**src/rtl/uwe_pkg.sv**
```systemverilog
package uwe_pkg;

  typedef enum logic [2:0] {
    SEG_IDLE,
    SEG_SETUP,
    SEG_SHOUT,
    SEG_SHIN,
    SEG_STBY,
    SEG_POLL,
    SEG_CLEAN
  } seg_e;

  localparam logic [2:0] OP_RD   = 3'b110;
  localparam logic [2:0] OP_WR   = 3'b101;
  localparam logic [4:0] OP_WEN  = 5'b10011;
  localparam logic [4:0] OP_WDIS = 5'b10000;

  // Segment program: read = setup, header, data in, close
  // write = setup, enable, toggle, frame, toggle, poll, toggle, disable, close
  function automatic seg_e seg_at(input logic wr, input logic [3:0] pc);
    seg_e s;
    s = SEG_IDLE;
    if (!wr) begin
      case (pc)
        4'd0: s = SEG_SETUP;
        4'd1: s = SEG_SHOUT;
        4'd2: s = SEG_SHIN;
        4'd3: s = SEG_CLEAN;
        default: s = SEG_IDLE;
      endcase
    end else begin
      case (pc)
        4'd0: s = SEG_SETUP;
        4'd1: s = SEG_SHOUT;
        4'd2: s = SEG_STBY;
        4'd3: s = SEG_SHOUT;
        4'd4: s = SEG_STBY;
        4'd5: s = SEG_POLL;
        4'd6: s = SEG_STBY;
        4'd7: s = SEG_SHOUT;
        4'd8: s = SEG_CLEAN;
        default: s = SEG_IDLE;
      endcase
    end
    return s;
  endfunction

endpackage

```
**src/rtl/uwe_tick.sv**
```systemverilog
module uwe_tick #(
  parameter int TICK_CLKS = 2500
) (
  input  logic clk,
  input  logic rst_n,
  input  logic run,
  output logic tick
);
  localparam int CNT_W = $clog2(TICK_CLKS + 1);
  localparam logic [CNT_W-1:0] LAST = CNT_W'(TICK_CLKS - 1);

  logic [CNT_W-1:0] cnt_q;

  always_ff @(posedge clk or negedge rst_n) begin
    if (!rst_n) begin
      cnt_q <= '0;
    end else if (!run || cnt_q == LAST) begin
      cnt_q <= '0;
    end else begin
      cnt_q <= cnt_q + CNT_W'(1);
    end
  end

  assign tick = run && (cnt_q == LAST);
endmodule

```
**src/rtl/uwe_shifter.sv**
```systemverilog
module uwe_shifter #(
  parameter int SR_W  = 25,
  parameter int OUT_W = 16
) (
  input  logic             clk,
  input  logic             rst_n,
  input  logic             load,
  input  logic [SR_W-1:0]  load_val,
  input  logic             shift,
  input  logic             in_bit,
  output logic             msb,
  output logic [OUT_W-1:0] tail
);
  logic [SR_W-1:0] sr_q;

  always_ff @(posedge clk or negedge rst_n) begin
    if (!rst_n) begin
      sr_q <= '0;
    end else if (load) begin
      sr_q <= load_val;
    end else if (shift) begin
      sr_q <= {sr_q[SR_W-2:0], in_bit};
    end
  end

  assign msb  = sr_q[SR_W-1];
  assign tail = sr_q[OUT_W-1:0];
endmodule

```
**src/rtl/uwe_seq.sv**
```systemverilog
module uwe_seq
  import uwe_pkg::*;
#(
  parameter int ADDR_W     = 6,
  parameter int DATA_W     = 16,
  parameter int POLL_LIMIT = 200,
  parameter int SR_W       = 3 + ADDR_W + DATA_W
) (
  input  logic              clk,
  input  logic              rst_n,
  input  logic              cmd_valid,
  input  logic              cmd_write,
  input  logic [ADDR_W-1:0] cmd_addr,
  input  logic [DATA_W-1:0] cmd_wdata,
  output logic              cmd_ready,
  input  logic              tick,
  input  logic              ee_do,
  input  logic              sr_msb,
  input  logic [DATA_W-1:0] sr_tail,
  output logic              sr_load,
  output logic [SR_W-1:0]   sr_load_val,
  output logic              sr_shift,
  output logic              sr_in_bit,
  output logic              ee_cs,
  output logic              ee_sk,
  output logic              ee_di,
  output logic              rsp_valid,
  output logic [DATA_W-1:0] rsp_rdata,
  output logic              rsp_timeout
);
  localparam int HDR_W  = 3 + ADDR_W;
  localparam int LEN_W  = $clog2(SR_W + 1);
  localparam int POLL_W = $clog2(POLL_LIMIT + 1);
  localparam logic [POLL_W-1:0] POLL_LAST = POLL_W'(POLL_LIMIT - 1);

  seg_e              seg_q, nxt_seg;
  logic [3:0]        pc_q, pc_n;
  logic [1:0]        step_q;
  logic [LEN_W-1:0]  bits_q;
  logic              tail_q;
  logic [POLL_W-1:0] polls_q;
  logic              wr_q, timeout_q;
  logic [ADDR_W-1:0] addr_q;
  logic [DATA_W-1:0] data_q;
  logic              last;
  logic              rsp_valid_q, rsp_timeout_q;
  logic [DATA_W-1:0] rsp_rdata_q;

  function automatic logic [SR_W-1:0] frame_val(input logic wr, input logic [3:0] pc,
                                                input logic [ADDR_W-1:0] a,
                                                input logic [DATA_W-1:0] d);
    logic [SR_W-1:0] v;
    v = '0;
    if (!wr) v = {OP_RD, a, {DATA_W{1'b0}}};
    else if (pc == 4'd1) v = {OP_WEN, {(SR_W-5){1'b0}}};
    else if (pc == 4'd3) v = {OP_WR, a, d};
    else v = {OP_WDIS, {(SR_W-5){1'b0}}};
    return v;
  endfunction

  function automatic logic [LEN_W-1:0] frame_len(input logic wr, input logic [3:0] pc);
    return (wr && pc == 4'd3) ? LEN_W'(SR_W) : LEN_W'(HDR_W);
  endfunction

  always_comb begin
    case (seg_q)
      SEG_SETUP: last = (step_q == 2'd1);
      SEG_STBY:  last = (step_q == 2'd3);
      SEG_CLEAN: last = (step_q == 2'd2);
      SEG_SHOUT: last = tail_q;
      SEG_SHIN:  last = (step_q == 2'd1) && (bits_q == LEN_W'(1));
      SEG_POLL:  last = ee_do || (polls_q == POLL_LAST);
      default:   last = 1'b0;
    endcase
  end

  assign pc_n        = pc_q + 4'd1;
  assign nxt_seg     = seg_at(wr_q, pc_n);
  assign sr_load     = tick && last && (nxt_seg == SEG_SHOUT) && (seg_q != SEG_CLEAN);
  assign sr_load_val = frame_val(wr_q, pc_n, addr_q, data_q);
  assign sr_shift    = tick && ((seg_q == SEG_SHOUT && !tail_q && step_q == 2'd2) ||
                                (seg_q == SEG_SHIN && step_q == 2'd0));
  assign sr_in_bit   = ee_do;

  always_ff @(posedge clk or negedge rst_n) begin
    if (!rst_n) begin
      seg_q         <= SEG_IDLE;
      pc_q          <= '0;
      step_q        <= '0;
      bits_q        <= '0;
      tail_q        <= 1'b0;
      polls_q       <= '0;
      wr_q          <= 1'b0;
      timeout_q     <= 1'b0;
      addr_q        <= '0;
      data_q        <= '0;
      rsp_valid_q   <= 1'b0;
      rsp_rdata_q   <= '0;
      rsp_timeout_q <= 1'b0;
    end else begin
      rsp_valid_q <= 1'b0;
      if (seg_q == SEG_IDLE) begin
        if (cmd_valid) begin
          seg_q     <= SEG_SETUP;
          pc_q      <= '0;
          step_q    <= '0;
          wr_q      <= cmd_write;
          addr_q    <= cmd_addr;
          data_q    <= cmd_wdata;
          timeout_q <= 1'b0;
        end
      end else if (tick) begin
        if (last) begin
          step_q  <= '0;
          tail_q  <= 1'b0;
          polls_q <= '0;
          if (seg_q == SEG_POLL && !ee_do) timeout_q <= 1'b1;
          if (seg_q == SEG_CLEAN) begin
            seg_q         <= SEG_IDLE;
            rsp_valid_q   <= 1'b1;
            rsp_rdata_q   <= wr_q ? '0 : sr_tail;
            rsp_timeout_q <= timeout_q;
          end else begin
            seg_q  <= nxt_seg;
            pc_q   <= pc_n;
            bits_q <= (nxt_seg == SEG_SHOUT) ? frame_len(wr_q, pc_n) : LEN_W'(DATA_W);
          end
        end else begin
          case (seg_q)
            SEG_SHOUT: begin
              if (step_q == 2'd2) begin
                step_q <= '0;
                bits_q <= bits_q - LEN_W'(1);
                if (bits_q == LEN_W'(1)) tail_q <= 1'b1;
              end else begin
                step_q <= step_q + 2'd1;
              end
            end
            SEG_SHIN: begin
              if (step_q == 2'd1) begin
                step_q <= '0;
                bits_q <= bits_q - LEN_W'(1);
              end else begin
                step_q <= 2'd1;
              end
            end
            SEG_POLL: polls_q <= polls_q + POLL_W'(1);
            default:  step_q <= step_q + 2'd1;
          endcase
        end
      end
    end
  end

  always_comb begin
    ee_cs = 1'b0;
    ee_sk = 1'b0;
    ee_di = 1'b0;
    case (seg_q)
      SEG_SETUP: ee_cs = (step_q == 2'd1);
      SEG_SHOUT: begin
        ee_cs = 1'b1;
        ee_sk = !tail_q && (step_q == 2'd1);
        ee_di = !tail_q && sr_msb;
      end
      SEG_SHIN: begin
        ee_cs = 1'b1;
        ee_sk = (step_q == 2'd0);
      end
      SEG_STBY: begin
        ee_cs = step_q[1];
        ee_sk = (step_q == 2'd1) || (step_q == 2'd2);
      end
      SEG_POLL:  ee_cs = 1'b1;
      SEG_CLEAN: ee_sk = (step_q == 2'd1);
      default: ;
    endcase
  end

  assign cmd_ready   = (seg_q == SEG_IDLE);
  assign rsp_valid   = rsp_valid_q;
  assign rsp_rdata   = rsp_rdata_q;
  assign rsp_timeout = rsp_timeout_q;
endmodule

```
**src/rtl/uwire_eeprom_master.sv**
```systemverilog
module uwire_eeprom_master #(
  parameter int TICK_CLKS  = 2500,
  parameter int POLL_LIMIT = 200,
  parameter int ADDR_W     = 6,
  parameter int DATA_W     = 16
) (
  input  logic              clk,
  input  logic              rst_n,
  input  logic              cmd_valid,
  output logic              cmd_ready,
  input  logic              cmd_write,
  input  logic [ADDR_W-1:0] cmd_addr,
  input  logic [DATA_W-1:0] cmd_wdata,
  output logic              rsp_valid,
  output logic [DATA_W-1:0] rsp_rdata,
  output logic              rsp_timeout,
  output logic              ee_cs,
  output logic              ee_sk,
  output logic              ee_di,
  input  logic              ee_do
);
  localparam int SR_W = 3 + ADDR_W + DATA_W;

  logic              tick;
  logic              sr_load, sr_shift, sr_in_bit, sr_msb;
  logic [SR_W-1:0]   sr_load_val;
  logic [DATA_W-1:0] sr_tail;

  uwe_tick #(.TICK_CLKS(TICK_CLKS)) u_tick (
    .clk  (clk),
    .rst_n(rst_n),
    .run  (!cmd_ready),
    .tick (tick)
  );

  uwe_shifter #(.SR_W(SR_W), .OUT_W(DATA_W)) u_shift (
    .clk     (clk),
    .rst_n   (rst_n),
    .load    (sr_load),
    .load_val(sr_load_val),
    .shift   (sr_shift),
    .in_bit  (sr_in_bit),
    .msb     (sr_msb),
    .tail    (sr_tail)
  );

  uwe_seq #(
    .ADDR_W(ADDR_W), .DATA_W(DATA_W), .POLL_LIMIT(POLL_LIMIT), .SR_W(SR_W)
  ) u_seq (
    .clk        (clk),
    .rst_n      (rst_n),
    .cmd_valid  (cmd_valid),
    .cmd_write  (cmd_write),
    .cmd_addr   (cmd_addr),
    .cmd_wdata  (cmd_wdata),
    .cmd_ready  (cmd_ready),
    .tick       (tick),
    .ee_do      (ee_do),
    .sr_msb     (sr_msb),
    .sr_tail    (sr_tail),
    .sr_load    (sr_load),
    .sr_load_val(sr_load_val),
    .sr_shift   (sr_shift),
    .sr_in_bit  (sr_in_bit),
    .ee_cs      (ee_cs),
    .ee_sk      (ee_sk),
    .ee_di      (ee_di),
    .rsp_valid  (rsp_valid),
    .rsp_rdata  (rsp_rdata),
    .rsp_timeout(rsp_timeout)
  );
endmodule

```
**config.mk**
```make
export PLATFORM = sky130hd
export DESIGN_NAME = uwire_eeprom_master
export DESIGN_NICKNAME = d
export VERILOG_FILES = /design/src/rtl/uwe_pkg.sv /design/src/rtl/uwe_tick.sv /design/src/rtl/uwe_shifter.sv /design/src/rtl/uwe_seq.sv /design/src/rtl/uwire_eeprom_master.sv
export SDC_FILE = /design/constraint.sdc
export NUM_CORES = 1
export LEC_CHECK = 0
export BUFFER_PORTS_ARGS = -buffer_cell sky130_fd_sc_hd__buf_2
export CORE_MARGIN = 2
export CORE_UTILIZATION = 62
export CTS_BUF_LIST = sky130_fd_sc_hd__clkbuf_2
export DETAILED_ROUTE_END_ITERATION = 10
export PLACE_DENSITY_LB_ADDON = 0.05
export SETUP_SLACK_MARGIN = 0.02
export SKIP_CTS_REPAIR_TIMING = 1
export SLEW_MARGIN = 20
export SYNTH_ARGS = -nofsm -noshare
export SYNTH_HDL_FRONTEND = slang
export SYNTH_HIERARCHICAL = 1
export SYNTH_SLANG_ARGS = --single-unit
```
**constraint.sdc**
```tcl
create_clock -name clk -period 4.05 [get_ports clk]
set_input_delay 0.81 -clock clk [delete_from_list [all_inputs] [get_ports clk]]
set_output_delay 0.81 -clock clk [all_outputs]
set_load 0.01 [all_outputs]
```
# --- Yosys cells after proc, flatten, opt, wreduce, memory -nomap -nowiden ---
# Memories as Yosys holds them, arrays and structs flattened.
# Cells that the tools add are included.
totals:
  regBits: 102
  romBits: 48
  inputBits: 27
  out_inout_bits: 22
  elab_cells: 139
  mem_count: 1
mem_list:
  columns: ["name", "words", "width", "rd", "rd_clocked_by_memory_dff", "write_ports", "line_no", "source"]
  rows:
  - ["(name not given)", 16, 3, 1, 0, 0, "uwe_pkg.sv:32", "case (pc)"]
op_classes:
  addsub: 5
  eq_ne: 23
  n_mux: 52
  n_bitwise: 1
  reduce_logical: 42
op_table:
  columns: ["op", "n"]
  rows:
  - ["$mux W25", 4]
  - ["$mux W5", 6]
  - ["$mux W23", 1]
  - ["$mux W4", 5]
  - ["$mux W3", 6]
  - ["$mux W16", 1]
  - ["$mux W8", 2]
  - ["$reduce_bool A2 Y1", 8]
  - ["$mux W1", 15]
  - ["$logic_and A1 B1 Y1", 13]
  - ["$add A12 B1 Y12 const B", 1]
  - ["$eq A12 B12 Y1 const B", 1]
  - ["$mux W12", 1]
  - ["$pmux W3 S4", 1]
  - ["$reduce_and A4 Y1", 3]
  - ["$mux W2", 5]
  - ["$pmux W5 S2", 1]
  - ["$eq A3 B2 Y1 const B", 3]
  - ["$eq A3 B3 Y1 const B", 3]
  - ["$ne A3 B2 Y1 const B", 3]
  - ["$reduce_and A3 Y1", 3]
  - ["$add A8 B1 Y8 const B", 1]
  - ["$eq A4 B2 Y1 const B", 2]
  - ["$eq A8 B8 Y1 const B", 1]
  - ["25 further kinds", 33]

# --- Depth between registers and ports, before layout ---
# Gate-level depths: netlist of run 1.
depth:
  ltp_word: 8
  mapped_depth: 11
  depth_no_buf: 10

# --- Hierarchy ---
# The synthesis of run 1 kept the hierarchy.
modules_own_cells:
  columns: ["mod", "instances", "cells_each", "area_each_um2", "seq_area_each_um2"]
  rows:
  - ["uwe_seq", 1, 392, 3701.0, 1626.6]
  - ["uwe_shifter", 1, 124, 1286.2, 625.6]
  - ["uwe_tick", 1, 56, 586.8, 300.3]
  - ["uwire_eeprom_master", 1, 1, 3.8, 0.0]

# --- Worst setup path after synthesis of run 1 ---
# Ideal clock, no wire load.
synth_path:
  kind: "register -> register"
  startpoint: "reg u_seq.pc_q[0]"
  endpoint: "reg u_shift.sr_q[10]"
  setup_time_ns: 0.132
  t_arrival_ns: 2.239
  t_required_ns: 3.918
  setup_slack_ns: 1.678
  path_stages_with_launch: 11
  path_buffers: 2
  synth_period_minus_slack_ns: 2.372
  path_cell_list: "dfrtp_1 -> ha_1 -> buf_2 -> nand2_1 -> o21ba_1 -> or2_1 -> a2111oi_2 -> nand4_1 -> inv_1 -> clkbuf_1 -> o21ai_1"
synth_between:
  elab_chain_len: 8
  elab_cells_between_ends: 16
  cone_classes: "add/sub: 1; eq/ne: 4; mux: 6; reduce/logical: 4; memory: 1"
synth_lines:
  columns: ["item", "line_no", "source"]
  rows:
  - ["from (decl)", "uwe_seq.sv:37", "logic [3:0] pc_q, pc_n;"]
  - ["from (signal assigned)", "uwe_seq.sv:125", "pc_q <= pc_n;"]
  - ["$add A4 B1 Y4 (*)", "uwe_seq.sv:77", "assign pc_n = pc_q + 4'd1;"]
  - ["parallel branches: the longest is 2 deep, another holds $mem_v2 Z16 W3", null, null]
  - ["$mux W3 (*)", "uwe_pkg.sv:23", "if (!wr) begin"]
  - ["$eq A3 B2 Y1 (*)", "uwe_seq.sv:79", "assign sr_load = tick && last && (nxt_seg == SEG_SHOUT) && (seg_q != SEG_CLEAN);"]
  - ["$logic_and A1 B1 Y1 (*) (2 in series)", "uwe_seq.sv:79", null]
  - ["net sr_load", "uwire_eeprom_master.sv:25", "logic sr_load, sr_shift, sr_in_bit, sr_msb;"]
  - ["$mux W25 or $reduce_bool A2 Y1 (tied branches)", null, null]
  - ["to (signal assigned)", "uwe_shifter.sv:20", "sr_q <= load_val;"]
  - ["to (signal assigned)", "uwe_shifter.sv:22", "sr_q <= {sr_q[SR_W-2:0], in_bit};"]
  - ["to (decl)", "uwe_shifter.sv:14", "logic [SR_W-1:0] sr_q;"]
# Mark *: on every way through the listed nets, which the timed path passes.
# A chain may end at the register's enable or synchronous reset.

# --- Final worst setup path of run 1 ---
layout_path:
  startpoint: "reg u_seq.pc_q[1]"
  endpoint: "reg u_shift.sr_q[0]"
# The elaborated chain is that of the path after synthesis.

==> flow_summary.toml, run 1 <==
[clock_network]
clock_latency_ps = 560
cts_buffers = 9
clk_pin_slew_ps = 280
clk_path_buf_depth = 2
root_buffer = "clkbuf_2"
cts_tree = "built"
htreeDepth = 3
clock_sinks = 102

[worst_setup_path]
worst-setup-path-type = "reg2reg"
worst_setup_path_start_kind = "flip-flop"
required_ps = 4490
r2r_setup_slack_ps = 1040
crit_arrival_ps = 3450
slowest_delay_ps = 610
path_max_fanout = 50
critPathSlowestCell = "dfrtp_1"
crit_chain = "ha_1, nand2_1, o31ai_1, a21oi_1, a31oi_1, nand4_1, inv_1, buf_4, o21ai_0"
worst_setup_path_end_kind = "flip-flop"

[logic_synthesis]
netlist-cell-type-count = 65
ys_ff_latch = 102
synth.most_common_cell = "dfrtp_1"
seq_area_frac_synth = 0.458
synth_top_area_cell = "dfrtp_1"
synth.area.top_cells = "dfrtp_1, nand2_1, mux2i_1"
syn-mean-instance-area_sq_um = 9.73
syn-num-nets = 614
yosys_warnings = 6
syn-cell-area_sq_um = 5580
synth-async-reset-ratio = 1.00
synth-edff-count = 0
yosysTopAreaCellShare = 0.458
synthCells = 573
ys.flop_type = "dfrtp_1"
synth_common_cells = "dfrtp_1, nand2_1, o21ai_0"

[final_layout]
multi_input_comb_area_sq_um = 2660
drive_above_1_share = 0.181
nFillCells = 752
fin_nets = 633
n_antenna_cell = 0
syn_to_final_growth_pct = 3.97
regArea_sq_um = 2550

[placement]
hpwl_microns = 7400
io_buffers = 48
place_ws_ps = 1110
gp_congestion = 0.873

[worst_hold_path]
worstHoldPathType = "in2async"

[sta]
worst_slew_pin_slew_ps = 862
worst_slack_ps = 1040
fin_skew_ps = 27.1
min_period_over_period = 0.744
min_period_ps = 3010
max_slew_margin = 0.425
finalSetupViolCount = 0
rsz0062_at_grt = "false"
setup_tns_ps = 0
slew_violations = 0
hold_viol = 0
fmax_mhz = 332

[power_and_ir_drop]
power_frac_clock = 0.228
p_sw_mw = 0.553
p_comb_frac = 0.144
p_sw_frac = 0.289
power_density_nw_per_um2 = 330
leakage_nw = 2.61
max-vdd-ir-drop_mv = 0.248
seq_power_share = 0.628
p_int_mw = 1.36

[routing]
ant_nets = 0
wirelength_microns = 10500
drc = 0
drt_iter0_drc = 147
vias = 4007
vias_per_cell = 5.68
routedWlPerCell_microns = 14.8
first_pass_iters = 4

[floorplanning]
core_sq_um = 8720
die_h_microns = 98.9
dieArea_sq_um = 9770
ios = 49
rows = 34
die_x_microns = 98.9
initial_core_util = 0.640

[global_routing]
grt-ovfl-total = 0
grt_pass1_vias = 3921
grt_pass1_wl_microns = 18400
grt_max_degree = 70
grt_usage = 0.229
grt_antenna_before_repair = 0

[run_status]
status = "completed"

[run]
max-cap-violations = 0
## flip-flops by register name, indices dropped and copies added (netlist names)
register and cells:
u_seq/addr_q 6, u_tick/cnt_q 12, u_seq/pc_q 4, u_seq/rsp_timeout 1, u_seq/step_q 2, u_seq/tail_q 1, u_seq/seg_q 3, u_seq/rsp_valid 1
u_seq/rsp_rdata 16, u_seq/timeout_q 1, u_shift/sr_q 25, u_seq/polls_q 8, u_seq/bits_q 5, u_seq/wr_q 1, u_seq/data_q 16
## layer usage
metal	vias to the layer above	wire, microns	track usage
li1	2011	-	-
met5	-	0	0
met1	1927	4880	0.314
met2	57	5060	0.371
met3	12	390	0.0440
met4	0	120	0.0695
## cell families (layout without fill, tap and decap cells)
logic type,after synthesis,after routing,share of synthesized area
adders and majority gates,14,14,0.0314
and+or+nand+nor,213,213,0.194
xor gates and xnor gates,13,13,0.0204
muxes,51,51,0.0967
buffers and inverters,63,87,0.0657
DFF,102,102,0.458
AOI/OAI and AO/OA,116,116,0.134
other,1,1,0.000672
## cells in the final DEF, fill, tap and decap left out, types with 3 or more instances in the layout
cell and count:
nor2_1 29, o2bb2ai_1 4, mux2i_1 28, dfrtp_1 102, and2_1 24, ha_1 14
nor3_1 8, a22o_1 3, nor2b_1 4, clkbuf_2 9, xnor2_1 7, or3_1 3
nand2_1 85, clkinv_4 3, buf_4 7, and3b_1 3, a21o_1 7, o31ai_1 5
inv_1 17, o21ai_0 37, xor2_1 6, nand4_1 7, mux2_2 23, nand2b_1 11
nand3_1 13, o21ai_1 24, and3_1 7, a21oi_1 10, o211ai_1 4, buf_2 47
## per-stage QoR
stage	hold slack (ps)	instances	area, sq um	utilization	total power, mW
2_1_floorplan	439	573	5580	-	1.41
3_3_place_gp	455	689	5700	0.653	1.49
3_5_place_dp	458	689	5700	0.653	1.50
4_1_cts	296	705	5800	0.665	1.94
5_1_grt	308	705	5800	0.665	2.04
6_report	301	705	5800	0.665	1.91
## area by class of cell
cell class,count,area share
multi-input combinational,408,0.458
sequential,102,0.440
timing repair buffer,54,0.0496
tap,108,0.0233
inverter,17,0.0110
clock inverter,7,0.00971
clock buffer,9,0.00777
## critical path, delay by kind of cell, from the launching register on
family | cells | cell delay [ps]
AO/OA/AOI/OAI | 4 | 1030
adder cells (fa/ha/maj) | 1 | 440
buffers and inverters | 2 | 450
flip-flops | 1 | 610
AND/OR/NAND/NOR | 2 | 340
## final timing paths
kind	from	to	cells past startpoint
worst min-delay path	rst_n	u_tick/cnt_q[9]	1
min in group clk	cmd_write	u_seq/wr_q	3
worst max-delay path	u_seq/pc_q[1]	u_shift/sr_q[0]	9
worst max register to register	u_seq/pc_q[1]	u_shift/sr_q[0]	9
max in group asynchronous	rst_n	u_seq/data_q[4]	2
worst min register to register	u_seq/rsp_timeout	u_seq/rsp_timeout	2
## power groups by stage
stage	logic, mW	registers [mW]	clock network (mW)
2_1_floorplan	0.216	1.19	0
3_3_place_gp	0.270	1.22	0
3_5_place_dp	0.279	1.22	0
4_1_cts	0.279	1.20	0.458
5_1_grt	0.315	1.22	0.501
6_report	0.275	1.20	0.437
Note: power is estimated with default switching activity, not from simulation.
==> run 2: changes to the inputs <==
--- a/config.mk
+++ b/config.mk
@@ -5,9 +5,10 @@
 export SDC_FILE = /design/constraint.sdc
 export NUM_CORES = 1
 export LEC_CHECK = 0
+export ABC_AREA = 1
 export BUFFER_PORTS_ARGS = -buffer_cell sky130_fd_sc_hd__buf_2
 export CORE_MARGIN = 2
-export CORE_UTILIZATION = 62
+export CORE_UTILIZATION = 56
 export CTS_BUF_LIST = sky130_fd_sc_hd__clkbuf_2
 export DETAILED_ROUTE_END_ITERATION = 10
 export PLACE_DENSITY_LB_ADDON = 0.05
==> constraint.sdc (replaced) <==
create_clock -name clk -period 2.7 [get_ports clk]
set_input_delay 0.54 -clock clk [delete_from_list [all_inputs] [get_ports clk]]
set_output_delay 0.54 -clock clk [all_outputs]
set_load 0.01 [all_outputs]
==> run 2 against run 1 <==
Compared with the run above: hold slack got worse by 170 ps; flip-flop and latch count is the same; count of clock-buffer cells in the layout unchanged; register-to-register slack got worse by 770 ps; critical path depth is 3 lower; via count is 13% higher; setup slack got worse by 850 ps; final area rose by 2.9%; critical path type is now reg2out; critical endpoint is now ee_sk.
==> flow_summary.toml, run 2 <==
[logic_synthesis]
netlist-cell-type-count = 33
synth-async-reset-ratio = 1.00
synth_common_cells = "nand2_1, nand3_1, dfrtp_1"
syn-cell-area_sq_um = 5560
ys.flop_type = "dfrtp_1"
synth.area.top_cells = "dfrtp_1, nand2_1, nand3_1"
ys_ff_latch = 102
synth-edff-count = 0
synth.most_common_cell = "nand2_1"
syn-num-nets = 760
syn-mean-instance-area_sq_um = 7.73
yosys_warnings = 6
synthCells = 719
seq_area_frac_synth = 0.459
yosysTopAreaCellShare = 0.459
synth_top_area_cell = "dfrtp_1"

[power_and_ir_drop]
leakage_nw = 3.24
power_density_nw_per_um2 = 371
max-vdd-ir-drop_mv = 0.353
p_int_mw = 1.67
seq_power_share = 0.693
p_sw_mw = 0.543
power_frac_clock = 0.282
finalPower_mw = 2.21
p_sw_frac = 0.246
p_comb_frac = 0.025

[routing]
first_pass_iters = 5
vias_per_cell = 5.09
drc = 0
drt_iter0_drc = 265
wirelength_microns = 11500
routedWlPerCell_microns = 12.8
ant_nets = 0
vias = 4547

[run]
max-cap-violations = 0

[sta]
finalSetupViolCount = 0
max_slew_margin = 0.574
hold_viol = 0
worst_slack_ps = 192
fmax_mhz = 399
slew_violations = 0
setup_tns_ps = 0
fin_skew_ps = 26.9
rsz0062_at_grt = "false"
min_period_ps = 2510
min_period_over_period = 0.929
worst_slew_pin_slew_ps = 639

[worst_setup_path]
r2r_setup_slack_ps = 270
reg2reg_from = "u_seq/pc_q[0]"
path_max_fanout = 8
worst_setup_path_end_kind = "primary output"
crit_arrival_ps = 1970
reg2reg_to = "u_shift/sr_q[19]"
worst_setup_path_start_kind = "flip-flop"
worst-setup-path-type = "reg2out"
required_ps = 2160
ff2ff_path_depth = 15

[clock_network]
clock_sinks = 102
htreeDepth = 3
root_buffer = "clkbuf_2"
clk_path_buf_depth = 2
cts_tree = "built"
cts_buffers = 9
clock_latency_ps = 620
clk_pin_slew_ps = 270

[floorplanning]
dieArea_sq_um = 10700
ios = 49
core_sq_um = 9680
initial_core_util = 0.574
die_h_microns = 104
die_x_microns = 104
rows = 36

[final_layout]
fin_nets = 796
layout_commonest_cell = "nand2_1"
n_antenna_cell = 0
final_cell_mix = "nand2_1, nand3_1, dfrtp_1"
drive_above_1_share = 0.150
largest_reg_flops = 25
syn_to_final_growth_pct = 7.29
regMostFlops = "u_shift/sr_q"
post-route-util = 0.616

[global_routing]
grt_pass1_vias = 4263
grt_max_degree = 49
grt_usage = 0.228
grt-ovfl-total = 0
grt_antenna_before_repair = 0
grt_pass1_wl_microns = 20100

[worst_hold_path]
min-delay-start = "cmd_wdata[6]"
worstHoldPathType = "in2reg"
min_path_cells = 3
min_to = "u_seq/data_q[6]"

[placement]
place_ws_ps = 97.3
hpwl_microns = 8330
io_buffers = 48
gp_congestion = 0.889

[run_status]
status = "completed"
## run 2: how the worst max path moves through the flow
stage | from | slack, ps | cells past startpoint | endpoint
floorplan | u_seq/pc_q[0] | 490 | 16 | u_shift/sr_q[10]
global placement | u_seq/pc_q[0] | 250 | 15 | u_shift/sr_q[8]
detailed placement | u_seq/pc_q[0] | 100 | 15 | u_shift/sr_q[19]
CTS | u_seq/pc_q[0] | 80 | 15 | u_shift/sr_q[24]
global route | u_seq/seg_q[0] | 20 | 6 | ee_sk
finish | u_seq/seg_q[0] | 190 | 6 | ee_sk
## run 2: stage by stage
stage	hold slack, ps	instances	area (sq um)
5_1_grt	82.3	893	5970
4_1_cts	-126	888	5900
6_report	135	893	5970
2_1_floorplan	244	719	5560
3_3_place_gp	449	872	5820
3_5_place_dp	460	872	5820
## run 2: power groups by stage
stage          registers (mW)  clock network (mW)  logic (mW)
3_5_place_dp             1.56                   0      0.0577
6_report                 1.53               0.623      0.0555
4_1_cts                  1.53               0.662      0.0579
5_1_grt                  1.53               0.723      0.0654
3_3_place_gp             1.56                   0      0.0571
2_1_floorplan            1.56                   0     0.00287
## run 2: layer usage
metal,routed length (microns),up-vias,track usage
li1,-,2338,-
met1,5700,2113,0.331
met2,5210,87,0.347
met3,435,9,0.0566
met4,121,0,0.0531
met5,0,-,0
## run 2: logic make-up after synthesis
logic type,share of synthesized area
mux,0.00405
fa+ha+maj,0.0315
simple gates,0.331
other cells,0.000674
compound gates,0.0495
xor+xnor,0.0221
buf+inv,0.102
flops,0.459
## run 2: final cells by class
| class | count | area, sq um |
|---|---|---|
| clock inverters | 7 | 38.8 |
| inverters | 77 | 292 |
| clock buffers | 9 | 45.0 |
| repair buffers | 65 | 410 |
| well taps | 133 | 166 |
| fillers | 932 | 3720 |
| multi-input cells | 500 | 2460 |
| flip-flops and latches | 102 | 2550 |
## run 2: critical path, stage by stage, from the launching register on
cell and delay [ps]:
dfrtp_1 560, inv_2 90, nand3_2 140, inv_1 100, o21ai_0 240, nand3_1 100
buf_2 150
==> run 3: changes to the inputs <==
--- a/config.mk
+++ b/config.mk
@@ -5,10 +5,10 @@
 export SDC_FILE = /design/constraint.sdc
 export NUM_CORES = 1
 export LEC_CHECK = 0
-export ABC_AREA = 1
+export ABC_AREA = 0
 export BUFFER_PORTS_ARGS = -buffer_cell sky130_fd_sc_hd__buf_2
 export CORE_MARGIN = 2
-export CORE_UTILIZATION = 56
+export CORE_UTILIZATION = 29
 export CTS_BUF_LIST = sky130_fd_sc_hd__clkbuf_2
 export DETAILED_ROUTE_END_ITERATION = 10
 export PLACE_DENSITY_LB_ADDON = 0.05
==> run 3 against run 2 <==
Compared with the run above: critical path depth is 3 higher; clock skew is 3.1 ps higher; largest power group unchanged; combinational power increased to 8.5 times the previous value; via count shrank 11%; sequential power rose by 18%.
==> flow_summary.toml, run 3 (synthesis results as in run 1) <==
[final_layout]
fin_nets = 651
n_antenna_cell = 0
largest_reg_flops = 25
fin_area_sq_um = 6230
regMostFlops = "u_shift/sr_q"
drive_above_1_share = 0.211
syn_to_final_growth_pct = 11.7
final_cell_mix = "dfrtp_1, nand2_1, buf_2"
layout_commonest_cell = "dfrtp_1"

[power_and_ir_drop]
leakage_nw = 2.74
p_sw_frac = 0.281
p_comb_frac = 0.145
p_sw_mw = 0.909
p_int_mw = 2.32
power_frac_clock = 0.294
power_density_nw_per_um2 = 519
max-vdd-ir-drop_mv = 0.212
seq_power_share = 0.561
finalPower_mw = 3.23

[worst_setup_path]
critPathCapture = "u_shift/sr_q[11]"
r2r_setup_slack_ps = 230
reg2reg_to = "u_shift/sr_q[11]"
path_max_fanout = 50
worst-setup-path-type = "reg2reg"
worst_setup_path_end_kind = "flip-flop"
reg2reg_from = "u_seq/pc_q[3]"
required_ps = 3240
crit_arrival_ps = 3020
worst_setup_path_start_kind = "flip-flop"
ff2ff_path_depth = 9
startpoint = "u_seq/pc_q[3]"

[global_routing]
grt_pass1_wl_microns = 21700
grt_max_degree = 51
grt_usage = 0.136
grt_pass1_vias = 4051
grt_antenna_before_repair = 0
grt-ovfl-total = 0

[sta]
fmax_mhz = 404
setup_tns_ps = 0
rsz0062_at_grt = "false"
slew_violations = 0
worst_slew_pin_slew_ps = 542
finalSetupViolCount = 0
max_slew_margin = 0.639
min_period_ps = 2470
fin_skew_ps = 30.0
min_period_over_period = 0.916
hold_viol = 0

[run]
max-cap-violations = 0

[placement]
io_buffers = 48
dpl_cell_area_sq_um = 6030
hpwl_microns = 9350
gp_congestion = 0.775

[routing]
drt_iter0_drc = 153
wirelength_microns = 12900
routedWlPerCell_microns = 15.2
vias_per_cell = 4.77
first_pass_iters = 5
drc = 0
vias = 4049
ant_nets = 0

[clock_network]
clock_latency_ps = 590
clock_sinks = 102
htreeDepth = 3
clk_pin_slew_ps = 280
root_buffer = "clkbuf_2"
cts_tree = "built"
clk_path_buf_depth = 2
cts_buffers = 9

[floorplanning]
initial_core_util = 0.297
dieArea_sq_um = 20400
ios = 49
die_h_microns = 143
rows = 50
core_sq_um = 18800
die_x_microns = 143

[run_status]
status = "completed"

[worst_hold_path]
worstHoldPathType = "in2reg"
==> run 3: worst max-delay path, cell delays in order, from the launching register on <==
cell       delay, ps
dfrtp_1          670
and3b_1          270
o21ba_1          190
or2_1            240
a2111oi_2        360
nand4_1          180
inv_1            130
buf_12           220
nand2_1           80
o21ai_1           90
==> run 3: metal layers <==
metal	track usage	vias to the layer above	share of wire
met4	0.0234	0	0.0068
met1	0.200	1954	0.53
li1	-	2043	-
met3	0.0339	6	0.026
met5	0	-	0
met2	0.205	46	0.44
==> run 3: area by class of cell <==
| class | count | area (sq um) |
|---|---|---|
| tap | 234 | 293 |
| sequential | 102 | 2550 |
| clock buffer | 9 | 45.0 |
| multi-input combinational | 408 | 2680 |
| fill | 1978 | 12500 |
| clock inverter | 7 | 120 |
| timing repair buffer | 72 | 475 |
| inverter | 17 | 63.8 |
==> run 3: how the worst min path moves through the flow <==
stage | to | depth (start not counted) | slack, ps | start
after global routing | u_seq/data_q[10] | 2 | 30 | cmd_wdata[10]
after detailed placement | u_seq/rsp_timeout | 2 | 460 | u_seq/rsp_timeout
after CTS | u_seq/polls_q[6] | 1 | -210 | rst_n
after global placement | u_seq/rsp_rdata[0] | 2 | 460 | u_seq/rsp_rdata[0]
after floorplan | u_seq/addr_q[0] | 0 | 240 | rst_n
final | u_seq/wr_q | 3 | 130 | cmd_write
==> run 3: stage by stage <==
| stage | setup WS, ps | hold slack, ps | utilization | instances |
|---|---|---|---|---|
| final | 227 | 129 | 0.332 | 849 |
| after global routing | 21.6 | 33.4 | 0.332 | 849 |
| after floorplan | 328 | 244 | - | 573 |
| after detailed placement | 166 | 460 | 0.321 | 832 |
| after global placement | 232 | 459 | 0.321 | 832 |
| after CTS | 58.9 | -215 | 0.330 | 848 |
==> run 3: power groups by stage <==
| stage | registers, mW | logic, mW | clock network [mW] |
|---|---|---|---|
| floorplan | 1.79 | 0.324 | 0 |
| global placement | 1.84 | 0.469 | 0 |
| detailed placement | 1.85 | 0.478 | 0 |
| CTS | 1.82 | 0.479 | 1.02 |
| global route | 1.85 | 0.538 | 1.07 |
| finish | 1.81 | 0.469 | 0.950 |
